--- src/rtl/cgu_pkg.sv ---
package cgu_pkg;
  localparam int FLAG_W = 4;
  localparam int COND_W = 4;

  typedef struct packed {
    logic n;
    logic z;
    logic c;
    logic v;
  } flags_t;

  typedef enum logic [COND_W-1:0] {
    PredZSet    = 4'b0000,
    PredZClr    = 4'b0001,
    PredCSet    = 4'b0010,
    PredCClr    = 4'b0011,
    PredNSet    = 4'b0100,
    PredNClr    = 4'b0101,
    PredVSet    = 4'b0110,
    PredVClr    = 4'b0111,
    PredUHigher = 4'b1000,
    PredULowSm  = 4'b1001,
    PredSGe     = 4'b1010,
    PredSLt     = 4'b1011,
    PredSGt     = 4'b1100,
    PredSLe     = 4'b1101,
    PredAlways  = 4'b1110,
    PredReserve = 4'b1111
  } pred_e;

  typedef struct packed {
    logic execEn;
    logic flagWe;
    logic reservedHit;
  } gate_strobe_t;
endpackage

--- src/rtl/cgu_ctrl.sv ---
module cgu_ctrl
  import cgu_pkg::*;
(
  input  logic                clk,
  input  logic                rstN,
  input  logic [COND_W-1:0]   predCode,
  input  logic                instrValid,
  input  logic                setFlags,
  input  flags_t              curFlags,
  output gate_strobe_t        strobes
);
  logic  predHolds;
  pred_e predSel;

  assign predSel = pred_e'(predCode);

  always_comb begin
    unique case (predSel)
      PredZSet:    predHolds = curFlags.z;
      PredZClr:    predHolds = !curFlags.z;
      PredCSet:    predHolds = curFlags.c;
      PredCClr:    predHolds = !curFlags.c;
      PredNSet:    predHolds = curFlags.n;
      PredNClr:    predHolds = !curFlags.n;
      PredVSet:    predHolds = curFlags.v;
      PredVClr:    predHolds = !curFlags.v;
      PredUHigher: predHolds = curFlags.c && !curFlags.z;
      PredULowSm:  predHolds = !curFlags.c || curFlags.z;
      PredSGe:     predHolds = (curFlags.n == curFlags.v);
      PredSLt:     predHolds = (curFlags.n != curFlags.v);
      PredSGt:     predHolds = !curFlags.z && (curFlags.n == curFlags.v);
      PredSLe:     predHolds = curFlags.z || (curFlags.n != curFlags.v);
      PredAlways:  predHolds = 1'b1;
      PredReserve: predHolds = 1'b0;
      default:     predHolds = 1'b0;
    endcase
  end

  always_comb begin
    strobes.execEn      = instrValid && predHolds;
    strobes.flagWe      = instrValid && predHolds && setFlags;
    strobes.reservedHit = instrValid && (predSel == PredReserve);
  end


  valid_gate_chk: assert property (@(posedge clk) disable iff (!rstN)
    !instrValid |-> !strobes.execEn && !strobes.reservedHit);

  reserved_never_chk: assert property (@(posedge clk) disable iff (!rstN)
    strobes.reservedHit |-> !strobes.execEn);

  always_exec_chk: assert property (@(posedge clk) disable iff (!rstN)
    (instrValid && predCode == 4'b1110) |-> strobes.execEn);

  write_needs_pass_chk: assert property (@(posedge clk) disable iff (!rstN)
    strobes.flagWe |-> strobes.execEn && setFlags);
endmodule

--- src/rtl/cgu_flagpath.sv ---
module cgu_flagpath
  import cgu_pkg::*;
#(
  parameter logic [FLAG_W-1:0] RESET_FLAGS = '0
) (
  input  logic         clk,
  input  logic         rstN,
  input  gate_strobe_t strobes,
  input  flags_t       aluFlags,
  output flags_t       flagsQ
);
  logic [FLAG_W-1:0] flagBits;
  logic [FLAG_W-1:0] aluBits;

  assign aluBits = aluFlags;

  for (genvar b = 0; b < FLAG_W; b++) begin : g_flag
    always_ff @(posedge clk or negedge rstN) begin
      if (!rstN)               flagBits[b] <= RESET_FLAGS[b];
      else if (strobes.flagWe) flagBits[b] <= aluBits[b];
    end
  end

  assign flagsQ = flags_t'(flagBits);


  flag_load_chk: assert property (@(posedge clk) disable iff (!rstN)
    strobes.flagWe |=> flagsQ == $past(aluFlags));

  flag_hold_chk: assert property (@(posedge clk) disable iff (!rstN)
    !strobes.flagWe |=> $stable(flagsQ));
endmodule

--- src/rtl/cond_gate_unit.sv ---
module cond_gate_unit
  import cgu_pkg::*;
#(
  parameter int INSTR_W = 32
) (
  input  logic               clk,
  input  logic               rstN,
  input  logic [INSTR_W-1:0] instrWord,
  input  logic               instrValid,
  input  logic               setFlags,
  input  logic [FLAG_W-1:0]  aluFlags,
  output logic               execEn,
  output logic               reservedCond,
  output logic [FLAG_W-1:0]  flagsOut
);
  localparam int PRED_LSB = INSTR_W - COND_W;

  gate_strobe_t strobes;
  flags_t       flagsQ;
  logic         unusedLow;

  assign unusedLow = ^instrWord[PRED_LSB-1:0];

  cgu_ctrl u_ctrl (
    .clk        (clk),
    .rstN       (rstN),
    .predCode   (instrWord[INSTR_W-1:PRED_LSB]),
    .instrValid (instrValid),
    .setFlags   (setFlags),
    .curFlags   (flagsQ),
    .strobes    (strobes)
  );

  cgu_flagpath u_flags (
    .clk      (clk),
    .rstN     (rstN),
    .strobes  (strobes),
    .aluFlags (flags_t'(aluFlags)),
    .flagsQ   (flagsQ)
  );

  assign execEn       = strobes.execEn;
  assign reservedCond = strobes.reservedHit;
  assign flagsOut     = flagsQ;
endmodule

--- config.mk ---
export PLATFORM = sky130hd
export DESIGN_NAME = cond_gate_unit
export DESIGN_NICKNAME = d
export VERILOG_FILES = /design/src/rtl/cgu_pkg.sv /design/src/rtl/cgu_ctrl.sv /design/src/rtl/cgu_flagpath.sv /design/src/rtl/cond_gate_unit.sv
export SDC_FILE = /design/constraint.sdc
export NUM_CORES = 1
export LEC_CHECK = 0
export BUFFER_PORTS_ARGS = -buffer_cell sky130_fd_sc_hd__buf_2
export CORE_ASPECT_RATIO = 0.9
export CORE_MARGIN = 2
export CORE_UTILIZATION = 25
export CTS_BUF_LIST = sky130_fd_sc_hd__clkbuf_8
export DETAILED_ROUTE_END_ITERATION = 8
export PLACE_DENSITY = 0.69
export SETUP_SLACK_MARGIN = 0.4
export SYNTH_ARGS = -nofsm -noshare
export SYNTH_HDL_FRONTEND = slang
export SYNTH_SLANG_ARGS = --single-unit
--- constraint.sdc ---
create_clock -name clk -period 2.25 [get_ports clk]
set_input_delay 0.225 -clock clk [delete_from_list [all_inputs] [get_ports clk]]
set_output_delay 0.225 -clock clk [all_outputs]
set_load 0.02 [all_outputs]
==> out/qor.txt, run 1 <==
Ys Warns = 0
Worst Skew = 2.88 ps
Sw Pwr = 0.000237 W
CTS Sinks = 4
Gate power share = 51.8%
Post-Syn Area = 379 sq um
Core Rows = 13
Non-Filler Instances = 78
Sw Share = 36.5%
slew margin rel. = 67.4%
final critical-path share of the clock period = 95.0%
vias per inst = 5.06
LEAKAGE = 0.287 nW
Post-DRT Antenna Nets = 0
Post-Place Cells = 71
global-route wire length before repair = 1480 um
Clk pwr share = 24.4%
Inserted Diodes = 0
Skew-Pair Late Insertion Delay = 220 ps
Max Cap Viol = 0
Worst Path Max Fanout = 4
Seq/Total Area, Yosys = 26.4%
critical path capture point type = flip-flop
antenna violations before repair = 0
total track usage = 11.8%
area leader, netlist = dfrtp_1
remaining global-route overflow = 0
H-tree Lvls = 1
Die H = 40.9 um
placed cell area = 492 sq um
number of synthesized flops with an enable pin = 0
Final #Nets = 104
synthesis-to-layout area growth = 52.8%
setup TNS = 0 ps
final instance area = 579 sq um
final setup vio count = 0
Post-Syn Nets = 78
GPL Wtd Cong = 0.666
Die W = 45.1 um
Fill cells = 159
internal power = 0.000411 W
synth top area cells = dfrtp_1, mux2_1, nand2b_1, mux4_2, and3b_1
post-synth top area share = 26.4%
crit start category = flip-flop
CTS Buf Count = 3
Routed WL per cell = 12.0 um
drt first-iter violations = 1
# port buffers = 17
largest net degree at the start of global routing = 11
Clock transition at path regs = 30 ps
Worst EP arrival = 2240 ps
CTS tree = yes
Seq pwr share = 23.7%
syn_area_per_cell = 9.98 sq um
total power = 0.000648 W
Finished Core Util = 40.5%
Pins Over Slew Limit = 0
status = complete, no violations
max reg flops = 4
RSZ-0062 raised after global routing = yes
Worst Hold Class = in -> reg
critical path class = reg -> reg
Starting Density = 26.5%
asr flop ratio synth = 100%
core footprint = 0.00143 sq mm
Netlist cell types = 27
clock tree buffer depth = 2
clk root buf = clkbuf_8
Req. time, crit path = 2350 ps
P per Cell Area = 1120 mW/mm^2
final hold vios = 0
cells after synthesis = 38
Die Area = 0.00184 sq mm
fmax = 468 MHz
DRT Wirelength = 935 um
post-DP HPWL = 649 um
vias in the first global route = 370
Top FF cell, synth = dfrtp_1
total number of vias = 395
peak supply drop = 0.592 mV
Least-Margin Pin Slew = 483 ps
Residual DRC = 0
number of synthesized register bits = 4
Tmin final = 2140 ps
DRT Pass-1 Iters = 2
Ports = 46
layout cells sized above 1 = 52.4%
## power groups by stage
stage                     logic (W)  registers, W  clock network, W
after global routing       0.000363      0.000164          0.000168
after floorplan            0.000131      0.000196                 0
final                      0.000336      0.000154          0.000158
after detailed placement   0.000272      0.000152                 0
after CTS                  0.000307      0.000154          0.000160
after global placement     0.000269      0.000151                 0
## per-layer routing
layer	part of all wire, %	track usage, %	up-vias
met5	0	0	-
met2	51	22.5	14
met3	5.6	1.32	2
met1	41	12.2	184
li1	-	-	195
met4	2.2	8.82	0
## worst max-delay path, stage by stage (launching register included)
cell and delay (ps):
dfrtp_2 390, or2_0 190, mux4_2 460, a31o_1 250, a311oi_2 220, buf_4 200
mux2_4 300
## final cells by class
class	count	area, sq um	share of cell area [%]
well taps	15	18.8	3.24
flip-flops and latches	4	101	17.5
multi-input cells	30	272	46.9
inverters	2	7.51	1.30
clock buffers	3	41.3	7.13
clock inverters	1	3.75	0.648
repair buffers	23	135	23.3
## worst paths after layout
kind,slack [ps],cells after the start,startpoint,to
worst min-delay path,240,2,aluFlags[3],u_flags.flagsQ[3]
min in group asynchronous,330,2,rstN,u_flags.flagsQ[3]
worst max register to register,110,6,u_flags.flagsQ[1],u_flags.flagsQ[2]
max in group asynchronous,1800,2,rstN,u_flags.flagsQ[1]
worst min register to register,600,1,u_flags.flagsQ[0],u_flags.flagsQ[0]
worst max-delay path,110,6,u_flags.flagsQ[1],u_flags.flagsQ[2]
## synthesized netlist by cell type, drive strengths merged (2+ instances only)
cell type  count
dfrtp          4
mux2           4
nand2b         4
and3b          2
inv            2
or2            2
## layout by cell type (no fill, tap or decap), drive strengths merged
master / n
a21o: 1
a21oi: 1
a311oi: 1
a31o: 1
a31oi: 1
a41o: 1
and2: 1
and3b: 2
and4: 1
buf: 22
clkbuf: 3
dfrtp: 4
dlygate4sd3: 1
inv: 3
mux2: 4
mux2i: 1
mux4: 1
nand2: 1
nand2b: 4
nand3b: 1
nand4b: 1
nor3b: 1
o21ai: 1
o22ai: 1
o41ai: 1
or2: 2
xor2: 1
## cell families (layout without fill, tap and decap cells)
logic type,Yosys count,count (layout),synth area share (%)
multiplexers,6,6,20.5
buffers and inverters,4,29,5.94
XOR/XNOR,1,1,2.31
AND/OR/NAND/NOR,14,14,25.7
AO/OA/AOI/OAI,9,9,19.1
flip-flops,4,4,26.4
## stage by stage
step	hold WS [ps]	worst slack (ps)
global placement	32.4	110
finish	238	113
detailed placement	29.2	116
CTS	234	135
global route	243	31.5
floorplan	-70.6	85.6
## timing repair
item                                   in CTS  in global routing
cloned                                      0                  0
setup endpoints to repair                   5                  5
resized for setup                           4                  1
hold buffers                                1                  0
setup buffers                               0                  2
pin swaps                                   2                  0
endpoints found under the hold margin       4                  0
No activity file was read; power rests on OpenSTA's default activity.
==> run 2: changes to the inputs <==
--- a/config.mk
+++ b/config.mk
@@ -5,13 +5,14 @@
 export SDC_FILE = /design/constraint.sdc
 export NUM_CORES = 1
 export LEC_CHECK = 0
+export ABC_AREA = 1
 export BUFFER_PORTS_ARGS = -buffer_cell sky130_fd_sc_hd__buf_2
-export CORE_ASPECT_RATIO = 0.9
 export CORE_MARGIN = 2
 export CORE_UTILIZATION = 25
 export CTS_BUF_LIST = sky130_fd_sc_hd__clkbuf_8
 export DETAILED_ROUTE_END_ITERATION = 8
-export PLACE_DENSITY = 0.69
+export GPL_TIMING_DRIVEN = 0
+export PLACE_DENSITY = 0.66
 export SETUP_SLACK_MARGIN = 0.4
 export SYNTH_ARGS = -nofsm -noshare
 export SYNTH_HDL_FRONTEND = slang
==> run 2 against run 1 <==
  * Via count rose by 41%
  * Count of clock-buffer cells in the layout did not move
  * Combinational power fell by 8.3%
  * Global-route usage rose by 1.1 points
  * Worst setup slack improved by 470 ps
  * Cell area rose by 2.2%
  * Synthesized cell count rose by 110%
  * Sequential power rose by 4%
  * Utilization fell by 5.0 points
  * Critical path depth rose by 3
  * Sequential share of layout area fell by 0.58 points
  * Clock power fell by 4%
  * Largest power group unchanged
==> out/qor.txt, run 2 <==
layout cells sized above 1 = 26.5% (was 52.4%)
LEAKAGE = 0.350 nW (was 0.287 nW)
largest net degree at the start of global routing = 7 (was 11)
commonest non-fill, non-tap cells in the layout = nand2_1, buf_2, nor2_1 (was buf_2, buf_4, nand2b_1, mux2_4)
remaining global-route overflow = 0 (unchanged)
post-synth top area share = 29.4% (was 26.4%)
post-DP HPWL = 898 um (was 649 um)
Synth top cells by count = nand2_1, nor2_1, inv_1, nand3_1 (was dfrtp_1, mux2_1, nand2b_1, and3b_1, inv_1)
Inserted Diodes = 0 (unchanged)
Post-Syn Nets = 121 (was 78)
CTS Buf Count = 3 (unchanged)
crit start category = flip-flop (unchanged)
Multi-input gate area = 295 sq um (was 272 sq um)
Least-Margin Pin Slew = 285 ps (was 483 ps)
Post-DRT Antenna Nets = 0 (unchanged)
clk root buf = clkbuf_8 (unchanged)
final setup vio count = 0 (unchanged)
Worst Path Max Fanout = 6 (was 4)
post-cts repair resize count = 0 (was 4)
Top FF cell, synth = dfrtp_1 (unchanged)
GRT met2 Usage = 19.7% (was 22.5%)
Synth Area in Adders = 0% (unchanged)
vias in the first global route = 477 (was 370)
Ys Warns = 0 (unchanged)
Clock transition at path regs = 30 ps (about the same)
main combinational cell family by area after synthesis = simple AND/OR/NAND/NOR gates (unchanged)
Core Rows = 15 (was 13)
H-tree Lvls = 1 (unchanged)
Die W = 45.7 um (was 45.1 um)
Residual DRC = 0 (unchanged)
Die H = 45.7 um (was 40.9 um)
total track usage = 13.0% (was 11.8%)
Post-Syn Area = 434 sq um (was 379 sq um)
CTS tree = yes (unchanged)
global route hottest layer = met2 (unchanged)
area leader, netlist = nand2_1 (was dfrtp_1)
global-route wire length before repair = 1890 um (was 1480 um)
Reg area = 100 sq um (was 101 sq um)
Worst Skew = 2.16 ps (was 2.88 ps)
critical-path cell list = inv_1 > nand2_1 > nand3_2 > nand2_1 > nand3_1 > nand2_1 > inv_1 > a21oi_1 > buf_2 (was or2_0 > mux4_2 > a31o_1 > a311oi_2 > buf_4 > mux2_4)
total number of vias = 556 (was 395)
final critical-path share of the clock period = 74.3% (was 95.0%)
status = complete, no violations (unchanged)
P per Cell Area = 1050 mW/mm^2 (was 1120 mW/mm^2)
Die Area = 0.00209 sq mm (was 0.00184 sq mm)
number of synthesized flops with an enable pin = 0 (unchanged)
most common cell in the netlist = nand2_1
Synth Area in Simple Gates = 65.7% (was 25.7%)
GPL Wtd Cong = 0.784 (was 0.666)
grt met1 use = 15.9% (was 12.2%)
XOR/XNOR Fraction of Synth Area = 0% (was 2.31%)
synthesis-to-layout area growth = 36.3% (was 52.8%)
Final #Nets = 144 (was 104)
Netlist cell types = 11 (was 27)
vias per inst = 4.67 (was 5.06)
fmax = 598 MHz (was 468 MHz)
DRT Pass-1 Iters = 4 (was 2)
asr flop ratio synth = 100% (unchanged)
CTS Sinks = 4 (unchanged)
Seq/Total Area, Yosys = 23.1% (was 26.4%)
most frequent CP cell = nand2_1
Synth Area in Compound Gates = 2.31% (was 19.1%)
Fill cells = 187 (was 159)
peak supply drop = 0.542 mV (was 0.592 mV)
critical path capture point type = output pin (was flip-flop)
max reg flops = 4 (unchanged)
RSZ-0062 raised after global routing = no (was yes)
clock tree buffer depth = 2 (unchanged)
cells after synthesis = 81 (was 38)
Pins Over Slew Limit = 0 (unchanged)
Starting Density = 26.0% (was 26.5%)
met3 Use GR = 1.98% (was 1.32%)
Worst EP arrival = 1450 ps (was 2240 ps)
Finished Core Util = 35.4% (was 40.5%)
core footprint = 0.00167 sq mm (was 0.00143 sq mm)
DRT Wirelength = 1130 um (was 935 um)
Skew-Pair Late Insertion Delay = 220 ps (about the same)
Max Cap Viol = 0 (unchanged)
# port buffers = 17 (unchanged)
number of synthesized register bits = 4 (unchanged)
Worst Hold Class = in -> reg (unchanged)
setup TNS = 0 ps (unchanged)
commonest non-fill, non-tap cell in the layout = nand2_1 (was buf_2)
drt first-iter violations = 9 (was 1)
slew margin rel. = 81.0% (was 67.4%)
antenna violations before repair = 0 (unchanged)
Tmin final = 1670 ps (was 2140 ps)
Routed WL per cell = 9.47 um (was 12.0 um)
Ports = 46 (unchanged)
Req. time, crit path = 2030 ps (was 2350 ps)
final hold vios = 0 (unchanged)
Crit-path slowest cell = dfrtp_1 (was mux4_2)
critical path class = reg -> out (was reg -> reg)
syn_area_per_cell = 5.36 sq um (was 9.98 sq um)
synth top area cells = nand2_1, dfrtp_1, nor2_1, nand3_1, inv_1 (was dfrtp_1, mux2_1, nand2b_1, mux4_2, and3b_1)
Crit path largest cell delay = 410 ps (was 460 ps)
multiplexer area fraction after synthesis = 0% (was 20.5%)
run 2: cell types whose count changed after synthesis, sizes merged, moves of 2 or more:
cell	previous run	this run
nand2	1	36
nor2	0	16
nand3	0	9
inv	2	9
mux2	4	0
nand2b	4	0
nand4	0	4
and3b	2	0
or2	2	0
run 2: worst max-delay path: cells and delay by family, from the launching register on:
kind	cells	cell delay, ps
AOI/OAI and AO/OA	1	110
buffers and inverters	3	320
DFF	1	410
and+or+nand+nor	5	380
run 2: layout make-up:
class | instances | area share [%]
tap | 17 | 3.59
timing repair buffer | 18 | 16.1
sequential | 4 | 16.9
inverter | 10 | 6.55
multi-input combinational | 67 | 49.9
clock buffer | 3 | 6.98
run 2: logic make-up after synthesis:
logic type             count (synthesis)
buffers and inverters                 10
AOI/OAI and AO/OA                      2
and+or+nand+nor                       65
DFF                                    4
run 2: report_power, final:
group / switching, W / leakage [nW] / internal [W]
Sequential: 0.0000511 / 0.0497 / 0.000109
Combinational: 0.000202 / 0.279 / 0.000106
Clock: 0.0000382 / 0.0216 / 0.000114
Total: 0.000291 / 0.350 / 0.000330
run 2: through the flow:
step                      hold slack [ps]  instance area (sq um)  instances  total power, W  setup WS [ps]
after floorplan                     -70.6                    434         81        0.000373            687
after global placement               31.3                    541        115        0.000464            771
after detailed placement             34.3                    541        115        0.000469            723
after CTS                             259                    592        119        0.000626            560
after global routing                  287                    592        119        0.000684            401
final                                 262                    592        119        0.000621            578
run 2: per-layer routing:
metal / part of all wire [%] / vias up
met1: 45 / 233
met4: 3.3 / 0
li1: - / 300
met2: 45 / 19
met5: 0 / -
met3: 6.2 / 4
run 2: final timing paths:
kind                                         from           endpoint  slack (ps)  depth (start not counted)
worst min-delay path                  aluFlags[2]  u_flags.flagsQ[2]         260                          3
worst max register to register  u_flags.flagsQ[3]  u_flags.flagsQ[3]         870                         11
worst min register to register  u_flags.flagsQ[0]  u_flags.flagsQ[0]         540                          2
max in group asynchronous                    rstN  u_flags.flagsQ[3]        1790                          2
min in group asynchronous                    rstN  u_flags.flagsQ[1]         340                          2
worst max-delay path            u_flags.flagsQ[3]             execEn         580                          9
run 2: timing repair:
| item | CTS | global route |
|---|---|---|
| hold buffers | 1 | 0 |
| hold endpoints to repair | 4 | 0 |
| buffers inserted | 0 | 0 |
==> run 3: changes to the inputs <==
==> constraint.sdc (replaced) <==
create_clock -name clk -period 1.65 [get_ports clk]
set_input_delay 0.165 -clock clk [delete_from_list [all_inputs] [get_ports clk]]
set_output_delay 0.165 -clock clk [all_outputs]
set_load 0.02 [all_outputs]
==> run 3 against run 2 <==
  * Critical path depth grew 1
  * Total power grew 56%
  * Via count grew 4.1%
  * Count of clock-buffer cells in the layout is the same
  * Register-to-register slack lost 560 ps
  * Worst setup slack lost 440 ps
  * Wire length grew 4.7%
  * Largest power group unchanged
  * Highest routed layer unchanged
==> out/qor.txt, run 3 (synthesized netlist as in run 2, its figures left out) <==
Reg2Reg Depth = 12 (was 11)
Inserted Diodes = 0 (unchanged)
Worst Hold Class = in -> reg (unchanged)
Worst Path Max Fanout = 4 (was 6)
LEAKAGE = 0.362 nW (was 0.350 nW)
final setup vio count = 0 (unchanged)
Die Area = 0.00209 sq mm (unchanged)
antenna violations before repair = 0 (unchanged)
Tmin final = 1520 ps
CTS Sinks = 4 (unchanged)
drt first-iter violations = 11 (was 9)
status = complete, no violations (unchanged)
global-route wire length before repair = 1820 um (was 1890 um)
Worst Skew = 1.24 ps (was 2.16 ps)
setup TNS = 0 ps (unchanged)
R2R Path End = u_flags.flagsQ[3] (unchanged)
Residual DRC = 0 (unchanged)
GPL Wtd Cong = 0.749 (was 0.784)
peak supply drop = 0.854 mV (was 0.542 mV)
Post-DRT Antenna Nets = 0 (unchanged)
Routed WL per cell = 9.67 um (was 9.47 um)
# port buffers = 17 (unchanged)
P per Cell Area = 1480 mW/mm^2 (was 1050 mW/mm^2)
Crit-path slowest cell = dfrtp_2 (was dfrtp_1)
DRT Wirelength = 1180 um (was 1130 um)
final critical-path share of the clock period = 91.9%
vias per inst = 4.75 (was 4.67)
Req. time, crit path = 1480 ps (was 2030 ps)
commonest non-fill, non-tap cell in the layout = nand2_1 (unchanged)
vias in the first global route = 440 (was 477)
Worst EP arrival = 1350 ps (was 1450 ps)
final hold vios = 0 (unchanged)
total number of vias = 579 (was 556)
DRT Pass-1 Iters = 4 (unchanged)
commonest non-fill, non-tap cells in the layout = nand2_1, buf_2, nor2_1 (unchanged)
core footprint = 0.00167 sq mm (unchanged)
H-tree Lvls = 1 (unchanged)
critical-path cell list = inv_2 > nand2_2 > nand2_1 > nand2_1 > nand2_1 > nor2_2 > nand2_1 > inv_2 > a21oi_4 > buf_6 (was inv_1 > nand2_1 > nand3_2 > nand2_1 > nand3_1 > nand2_1 > inv_1 > a21oi_1 > buf_2)
Least-Margin Pin Slew = 304 ps (was 285 ps)
CTS Buf Count = 3 (unchanged)
Worst R2R Start = u_flags.flagsQ[0] (was u_flags.flagsQ[3])
total track usage = 12.5% (was 13.0%)
Die W = 45.7 um (unchanged)
RSZ-0062 raised after global routing = yes (was no)
max reg flops = 4 (unchanged)
Ports = 46 (unchanged)
critical path class = reg -> out (unchanged)
flop-to-flop setup slack = 310 ps (was 870 ps)
clk root buf = clkbuf_8 (unchanged)
Crit path largest cell delay = 420 ps (was 410 ps)
clock tree buffer depth = 2 (unchanged)
most frequent CP cell = nand2_1 (unchanged)
fmax = 660 MHz
Die H = 45.7 um (unchanged)
layout cells sized above 1 = 39.0% (was 26.5%)
Clock transition at path regs = 30 ps (about the same)
remaining global-route overflow = 0 (unchanged)
total power = 0.000967 W (was 0.000621 W)
Core Rows = 15 (unchanged)
Max Cap Viol = 0 (unchanged)
largest net degree at the start of global routing = 7 (unchanged)
hold path startpoint = aluFlags[1] (was aluFlags[2])
synthesis-to-layout area growth = 50.1% (was 36.3%)
Skew-Pair Late Insertion Delay = 220 ps (about the same)
CTS tree = yes (unchanged)
Pins Over Slew Limit = 0 (unchanged)
Final #Nets = 147 (was 144)
slew margin rel. = 79.7% (was 81.0%)
critical path capture point type = output pin (unchanged)
Min-Delay Path Depth = 3 (unchanged)
hold endpoint = u_flags.flagsQ[1] (was u_flags.flagsQ[2])
Starting Density = 26.0% (unchanged)
post-DP HPWL = 942 um (was 898 um)
crit start category = flip-flop (unchanged)
run 3: worst max-delay path: cells and delay by family (launching register included):
family | cells | cell delay [ps]
and+or+nand+nor | 6 | 320
AOI/OAI and AO/OA | 1 | 110
buffers and inverters | 3 | 260
DFF | 1 | 420
run 3: per-stage QoR:
stage / hold slack (ps) / setup slack [ps] / instances / utilization, % / cell area, sq um
floorplan: -131 / 363 / 81 / - / 453
global placement: -29.7 / 268 / 115 / 33.5 / 559
detailed placement: -28.8 / 241 / 115 / 33.5 / 559
CTS: 195 / 123 / 121 / 38.4 / 642
global route: 234 / 49.7 / 122 / 39.0 / 652
finish: 200 / 134 / 122 / 39.0 / 652
run 3: cell type report:
class	count	area, sq um
Sequential cell	4	105
Tap cell	17	21.3
Timing Repair Buffer	21	124
Fill cell	174	1020
Clock buffer	3	41.3
Multi-Input combinational cell	67	322
Inverter	10	38.8
run 3: report_power, final:
group | switching, W | total, W | leakage (nW) | internal (W)
clock network | 0.0000537 | 0.000210 | 0.0216 | 0.000156
logic | 0.000327 | 0.000541 | 0.296 | 0.000214
registers | 0.0000573 | 0.000216 | 0.0449 | 0.000159
run 3: per-layer routing:
layer	GRT usage, %	wire length (um)
met1	14.9	490
met2	20.0	571
met3	3.57	96
met4	7.06	21
met5	0	0
run 3: worst max-delay path by stage:
stage / slack, ps / startpoint / to / depth (start not counted)
4_1_cts: 120 / u_flags.flagsQ[3] / execEn / 10
5_1_grt: 50 / u_flags.flagsQ[0] / execEn / 10
6_report: 130 / u_flags.flagsQ[0] / execEn / 10
2_1_floorplan: 360 / u_flags.flagsQ[0] / u_flags.flagsQ[3] / 12
3_3_place_gp: 270 / instrWord[28] / u_flags.flagsQ[2] / 11
3_5_place_dp: 240 / instrWord[28] / u_flags.flagsQ[2] / 11
run 3: what timing repair did:
| action | CTS | global route |
|---|---|---|
| pin swaps | 2 | 3 |
| buffers inserted | 2 | 1 |
| cloned | 0 | 0 |
| endpoints found under the setup margin | 5 | 5 |
| gates resized for setup | 4 | 1 |
| hold endpoints to repair | 4 | 0 |
| hold buffers | 1 | 0 |
